===== config.mk =====
export PLATFORM = sky130hd
export DESIGN_NAME = updown_cascade_counter
export DESIGN_NICKNAME = d
export VERILOG_FILES = /design/src/rtl/udc_pkg.sv /design/src/rtl/udc_strobe.sv /design/src/rtl/udc_arbiter.sv /design/src/rtl/udc_core.sv /design/src/rtl/updown_cascade_counter.sv
export SDC_FILE = /design/constraint.sdc
export NUM_CORES = 1
export LEC_CHECK = 0
export CORE_AREA = 2 2 39 41
export DETAILED_ROUTE_END_ITERATION = 16
export DIE_AREA = 0 0 41 43
export PLACE_DENSITY_LB_ADDON = 0.3
export SLEW_MARGIN = 20
export SYNTH_ARGS = -nofsm -noshare
export SYNTH_HDL_FRONTEND = slang
export SYNTH_SLANG_ARGS = --single-unit

===== constraint.sdc =====
create_clock -name clk -period 2.6 [get_ports clk]
set_input_delay 0.26 -clock clk [delete_from_list [all_inputs] [get_ports clk]]
set_output_delay 0.26 -clock clk [all_outputs]
set_load 0.1 [all_outputs]

===== src/rtl/udc_pkg.sv =====
package udc_pkg;

  typedef enum logic [2:0] {
    OP_HOLD  = 3'd0,
    OP_INC   = 3'd1,
    OP_DEC   = 3'd2,
    OP_LOAD  = 3'd3,
    OP_CLEAR = 3'd4
  } udc_op_t;

  localparam int unsigned CH_UP = 0;
  localparam int unsigned CH_DN = 1;
  localparam int unsigned NUM_CH = 2;

endpackage


===== src/rtl/udc_strobe.sv =====
module udc_strobe #(
  parameter int unsigned SYNC_STAGES = 2
) (
  input  logic clk,
  input  logic rst_n,
  input  logic async_in,
  output logic strobe
);

  localparam int unsigned LAST = SYNC_STAGES - 1;

  logic [SYNC_STAGES-1:0] sync_q;
  logic                   prev_q;

  generate
    if (SYNC_STAGES == 1) begin : g_one
      always_ff @(posedge clk or negedge rst_n) begin
        if (!rst_n) sync_q <= '0;
        else        sync_q <= async_in;
      end
    end else begin : g_chain
      always_ff @(posedge clk or negedge rst_n) begin
        if (!rst_n) sync_q <= '0;
        else        sync_q <= {sync_q[SYNC_STAGES-2:0], async_in};
      end
    end
  endgenerate

  always_ff @(posedge clk or negedge rst_n) begin
    if (!rst_n) prev_q <= 1'b0;
    else        prev_q <= sync_q[LAST];
  end

  assign strobe = sync_q[LAST] & ~prev_q;

endmodule


===== src/rtl/udc_arbiter.sv =====
module udc_arbiter
  import udc_pkg::*;
(
  input  logic    clear,
  input  logic    load,
  input  logic    up_evt,
  input  logic    dn_evt,
  output udc_op_t op
);

  always_comb begin
    if (clear)                 op = OP_CLEAR;
    else if (load)             op = OP_LOAD;
    else if (up_evt && !dn_evt) op = OP_INC;
    else if (dn_evt && !up_evt) op = OP_DEC;
    else                       op = OP_HOLD;
  end

endmodule


===== src/rtl/udc_core.sv =====
module udc_core
  import udc_pkg::*;
#(
  parameter int unsigned WIDTH = 4
) (
  input  logic             clk,
  input  logic             rst_n,
  input  udc_op_t          op,
  input  logic [WIDTH-1:0] data_in,
  output logic [WIDTH-1:0] count,
  output logic             carry,
  output logic             borrow
);

  localparam logic [WIDTH-1:0] TOP  = {WIDTH{1'b1}};
  localparam logic [WIDTH-1:0] ZERO = '0;
  localparam logic [WIDTH-1:0] ONE  = WIDTH'(1);

  logic [WIDTH-1:0] cnt_q, cnt_d;
  logic             cy_q, cy_d, bw_q, bw_d;

  always_comb begin
    cnt_d = cnt_q;
    cy_d  = 1'b0;
    bw_d  = 1'b0;
    unique case (op)
      OP_CLEAR: cnt_d = ZERO;
      OP_LOAD:  cnt_d = data_in;
      OP_INC: begin
        cnt_d = cnt_q + ONE;
        cy_d  = (cnt_q == TOP);
      end
      OP_DEC: begin
        cnt_d = cnt_q - ONE;
        bw_d  = (cnt_q == ZERO);
      end
      default: cnt_d = cnt_q;
    endcase
  end

  always_ff @(posedge clk or negedge rst_n) begin
    if (!rst_n) begin
      cnt_q <= ZERO;
      cy_q  <= 1'b0;
      bw_q  <= 1'b0;
    end else begin
      cnt_q <= cnt_d;
      cy_q  <= cy_d;
      bw_q  <= bw_d;
    end
  end

  assign count  = cnt_q;
  assign carry  = cy_q;
  assign borrow = bw_q;

endmodule


===== src/rtl/updown_cascade_counter.sv =====
module updown_cascade_counter
  import udc_pkg::*;
#(
  parameter int unsigned WIDTH       = 4,
  parameter int unsigned SYNC_STAGES = 2
) (
  input  logic             clk,
  input  logic             rst_n,
  input  logic             up_in,
  input  logic             dn_in,
  input  logic             load,
  input  logic             clear,
  input  logic [WIDTH-1:0] data_in,
  output logic [WIDTH-1:0] count,
  output logic             carry,
  output logic             borrow
);

  logic [NUM_CH-1:0] raw_in;
  logic [NUM_CH-1:0] evt;
  udc_op_t           op;

  assign raw_in[CH_UP] = up_in;
  assign raw_in[CH_DN] = dn_in;

  generate
    for (genvar ch = 0; ch < NUM_CH; ch++) begin : g_ch
      udc_strobe #(.SYNC_STAGES(SYNC_STAGES)) u_strobe (
        .clk      (clk),
        .rst_n    (rst_n),
        .async_in (raw_in[ch]),
        .strobe   (evt[ch])
      );
    end
  endgenerate

  udc_arbiter u_arb (
    .clear  (clear),
    .load   (load),
    .up_evt (evt[CH_UP]),
    .dn_evt (evt[CH_DN]),
    .op     (op)
  );

  udc_core #(.WIDTH(WIDTH)) u_core (
    .clk     (clk),
    .rst_n   (rst_n),
    .op      (op),
    .data_in (data_in),
    .count   (count),
    .carry   (carry),
    .borrow  (borrow)
  );

endmodule


==> results.toml, run 1 <==
[setup_path]
cp-end-kind = "register"
path_class = "register to register"
required_ns = 2.76
start_kind = "register"
critPathMaxFanout = 5
worstRegToRegCells = 9
worstPathArrival_ns = 2.36
r2r_slack_ns = 0.40
r2r_end = "u_core.count[3]"
r2r-start = "g_ch[1].u_strobe.prev_q"

[synth]
netlist_top_cells_area = "dfrtp_1, xnor2_1, ha_1"
synth_edf_count = 0
synth_top_area_cell = "dfrtp_1"
ys_seq_area_share_pct = 54.2
syn_avg_cell_area_um2 = 12.0
yosys_warnings = 0
synth_top_area_share_pct = 54.2
synth_most_common_cell = "dfrtp_1"
syn_area_um2 = 554
synthCells = 46
ys.flop_type = "dfrtp_1"
post_synth_most_frequent_cells = "dfrtp_1, nor2_1, inv_1, xnor2_1"
syn_nets = 59
async_flop_share_pct = 100
ys_types = 21
synth-seq-cells = 12

[layout]
final_area_um2 = 768
antenna_cells = 0
fillers = 132
multi_input_area_um2 = 239
final_util_pct = 55.5
final-seq-area_um2 = 300
final_cell_count_no_fill = 84
synthToLayoutAreaGrowth_pct = 38.6
num-nets-final = 82
drive_above_1_share_pct = 23.5

[timing]
max_freq_mhz = 455
setup_viol = 0
finClkSkew_ns = 0.00444
finalCritPeriodShare_pct = 84.5
worst_slew_pin_slew_ns = 0.494
finalHoldViolCount = 0
relSlewSlack_pct = 67.0
worst_slack_ns = 0.403
min_period_ns = 2.20
holdWs_ns = 0.318
rsz0062_at_grt = "no"
slew_viol_final = 0
finalSetupTns_ns = 0

[routing]
vias = 429
drc_errors = 0
drt_first_iter_violations = 6
routed-wl-met2_um = 441
drt_wl_total_um = 991
drt_first_pass_iters = 4
ant_nets = 0
top_layer_used = "met3"
vias_per_cell = 5.11
wl_per_cell_um = 11.8
met1Wirelength_um = 450
met3WireLength_um = 99

[clock_tree]
cts_setup_buffers = 0
h-tree-depth = 1
cts_tree = "yes"
cts.sinks = 12
clock-root-buffer = "clkbuf_4"
cts.reportedPaths.clkPinSlew_ns = 0.07
clkLatencyLatePin_ns = 0.27
hold_buffers = 0
cts_resized = 0
cts_made_buffers = 3
clk_path_buf_depth = 2

[hold_path]
hp-class = "input pin to async pin"

[power_and_ir_drop]
leakage_nw = 0.371
peakVddDrop_uv = 444
powerDensity_nw_per_um2 = 602
p_total_uw = 463

[placed_design]
dpl.hpwl_um = 777
dp_slack_ns = 0.150
gp_routability_congestion = 0.720
io_buffers = 15
dpl_cell_area_um2 = 732
numPlacedInstances = 80

[global_route]
gr-total-overflow = 0
grt_antenna_before_repair = 0
first_global_vias = 421
grt_start_max_net_pins = 13
grt_pass1_wl_um = 1790
track_usage_pct = 16.0

[floorplan]
core_area_um2 = 1380
dieArea_um2 = 1760
start_util_pct = 40.1
ios = 16
die_h_um = 43
die_x_um = 41
row_count = 14

[run_status]
status = "complete, no violations"

[job]
cap_violations = 0
## power by group
group          total (mW)  leakage (nW)  switching [mW]  internal (mW)
sequential          0.206         0.150         0.00916          0.197
clock               0.144        0.0210          0.0593         0.0851
combinational       0.112         0.200          0.0703         0.0422
total               0.463         0.371           0.139          0.324
## registers in the layout, summed over array words and instances (netlist names)
register / flops
g_ch.u_strobe.sync_q: 4
u_core.carry: 1
u_core.count: 4
g_ch.u_strobe.prev_q: 2
u_core.borrow: 1
## worst max path at each step
stage | cells after the start | end | from
4_1_cts | 9 | u_core.count[3] | g_ch[1].u_strobe.prev_q
2_1_floorplan | 5 | u_core.count[3] | u_core.count[1]
5_1_grt | 9 | u_core.count[3] | clear
3_5_place_dp | 9 | u_core.count[3] | clear
6_report | 9 | u_core.count[3] | g_ch[1].u_strobe.prev_q
3_3_place_gp | 9 | u_core.count[3] | clear
## per-layer routing
layer,vias to the layer above,global-route usage (%)
met5,-,0
met3,0,9.42
met1,200,22.0
met2,21,21.3
met4,0,4.00
li1,208,-
## critical path: stages (launching register included)
cell	delay [ns]
dfrtp_1	0.37
nand2b_4	0.16
nor2_1	0.12
nand2_1	0.08
inv_1	0.08
ha_1	0.22
a211o_1	0.31
and4_4	0.18
or3_1	0.30
a32o_1	0.25
## cells by family after synthesis
kind of cell,count (synthesis),synth area share [%]
muxes,2,3.61
AOI/OAI and AO/OA,7,10.2
adders and majority gates,3,8.13
and+or+nand+nor,15,16.5
buffers and inverters,4,2.71
DFF,12,54.2
xor gates and xnor gates,3,4.74
## final cells by class
type                       instances  area share, %
multi-input combinational         30           31.1
tap                               16           2.61
clock buffer                       4           4.72
timing repair buffer              18           20.5
sequential                        12           39.1
inverter                           4           1.95
## cells in the final DEF (no fill, tap or decap), drive strengths merged, types with 2 or more instances in the layout
cell,synthesis,final
clkbuf,0,4
a22o,2,2
ha,2,2
a211oi,2,2
nor2,5,5
inv,4,4
buf,0,9
nand2,2,2
mux2i,2,2
xnor2,3,3
dfrtp,12,12
clkdlybuf4s50,0,9
Power figures use the tool's default switching activity.
==> inputs of run 2 (changes only) <==
Clock period 2.6 ns to 2.2 ns, I/O delays scaled along.
==> run 2 against run 1 <==
Clock-buffer cell count stayed put. Critical path depth stayed put. Sequential share of layout area is 1.5 points lower. Total power is 22% higher. Cell area is 4.9% higher. Cell count is 4.8% higher. Clock skew is 0.0037 ns higher.
==> results.toml, run 2 (same netlist as run 1, synthesis figures left out) <==
[power_and_ir_drop]
powerDensity_nw_per_um2 = 698
peakVddDrop_uv = 361
leakage_nw = 0.386
p_total_uw = 562

[timing]
worst_slew_pin_slew_ns = 0.518
finClkSkew_ns = 0.00813
relSlewSlack_pct = 65.4
finalCritPeriodShare_pct = 96.2
slew_viol_final = 0
max_freq_mhz = 472
finalHoldViolCount = 0
setup_viol = 0
finalSetupTns_ns = 0
min_period_ns = 2.12
rsz0062_at_grt = "no"

[clock_tree]
clk_path_buf_depth = 2
clkLatencyLatePin_ns = 0.28
cts_made_buffers = 3
cts_tree = "yes"
h-tree-depth = 1
cts.sinks = 12
clock-root-buffer = "clkbuf_4"
cts.reportedPaths.clkPinSlew_ns = 0.08
cts_setup_buffers = 0

[run_status]
status = "complete, no violations"

[setup_path]
cp-end-kind = "register"
required_ns = 2.37
critPathMaxFanout = 2
max_stage_delay_ns = 0.37
path_class = "register to register"
cp_slowest_cell = "dfrtp_1"
cp_cell_sequence = "nand2b_4, nor2_2, nand2_1, inv_2, ha_1, a211o_1, and4_4, or3_1, a32o_1"
start_kind = "register"
worstPathArrival_ns = 2.29

[global_route]
grt_start_max_net_pins = 13
first_global_vias = 456
track_usage_pct = 17.4
gr-total-overflow = 0
grt_antenna_before_repair = 0
grt_pass1_wl_um = 1930

[floorplan]
dieArea_um2 = 1760
die_h_um = 43
row_count = 14
die_x_um = 41
start_util_pct = 40.1
ios = 16
core_area_um2 = 1380

[routing]
wl_per_cell_um = 12.6
drc_errors = 0
drt_first_iter_violations = 2
vias_per_cell = 4.94
ant_nets = 0
vias = 435
drt_first_pass_iters = 2
drt_wl_total_um = 1110

[layout]
num-nets-final = 86
antenna_cells = 0
final_common_cell = "buf_4"
drive_above_1_share_pct = 34.7
mostFrequentLayoutCells = "buf_4, dfrtp_1, clkdlybuf4s50_1"
final_area_um2 = 806
synthToLayoutAreaGrowth_pct = 45.4

[placed_design]
io_buffers = 15
gp_routability_congestion = 0.791
dpl.hpwl_um = 902
dpl_cell_area_um2 = 767

[job]
cap_violations = 0

[hold_path]
hp-class = "input pin to async pin"
## run 2: where the power goes
group	switching (mW)	total (mW)	internal, mW
logic	0.0849	0.141	0.0558
registers	0.0111	0.244	0.233
clock network	0.0768	0.177	0.101
total	0.173	0.562	0.390
## run 2: cell type report
cell class	instances	area, µm²
fillers	115	578
flip-flops and latches	12	303
multi-input cells	30	244
repair buffers	22	188
clock buffers	4	36.3
well taps	16	20.0
inverters	4	15.0
## run 2: path summary, 6_finish.rpt
path,from,to,slack [ns],cells after the start
max in group asynchronous,rst_n,u_core.count[1],1.54,1
max,g_ch[1].u_strobe.prev_q,u_core.count[3],0.08,9
max reg2reg,g_ch[1].u_strobe.prev_q,u_core.count[3],0.08,9
min reg2reg,g_ch[1].u_strobe.sync_q[0],g_ch[1].u_strobe.sync_q[1],0.36,0
min,rst_n,u_core.count[0],0.28,1
min in group clk,g_ch[1].u_strobe.sync_q[0],g_ch[1].u_strobe.sync_q[1],0.36,0
## run 2: routing by layer
| metal | share of wire (%) | GRT usage, % | vias to the layer above |
|---|---|---|---|
| met4 | 1.7 | 10.0 | 0 |
| met3 | 5.3 | 4.71 | 2 |
| met1 | 43 | 23.5 | 204 |
| li1 | - | - | 216 |
| met5 | 0 | 0 | - |
| met2 | 50 | 24.1 | 13 |
## run 2: metrics by stage
| stage | utilization, % | hold slack, ns | instances | worst slack (ns) |
|---|---|---|---|---|
| after floorplan | - | -0.0756 | 46 | 0.0449 |
| after global placement | 55.4 | 0.333 | 84 | -0.0938 |
| after detailed placement | 55.4 | 0.343 | 84 | -0.154 |
| after CTS | 58.0 | 0.289 | 88 | 0.0146 |
| after global routing | 58.2 | 0.314 | 88 | 0.0202 |
| final | 58.2 | 0.277 | 88 | 0.0834 |
## run 2: critical path, delay by kind of cell, from the launching register on
family,cells,cell delay [ns]
buffers and inverters,1,0.07
AO/OA/AOI/OAI,2,0.53
adder cells (fa/ha/maj),1,0.22
AND/OR/NAND/NOR,5,0.83
flip-flops,1,0.37
## run 2: timing repair
item	in CTS	in global routing
gates resized for setup	0	2
hold buffers	0	0
setup endpoints to repair	0	1
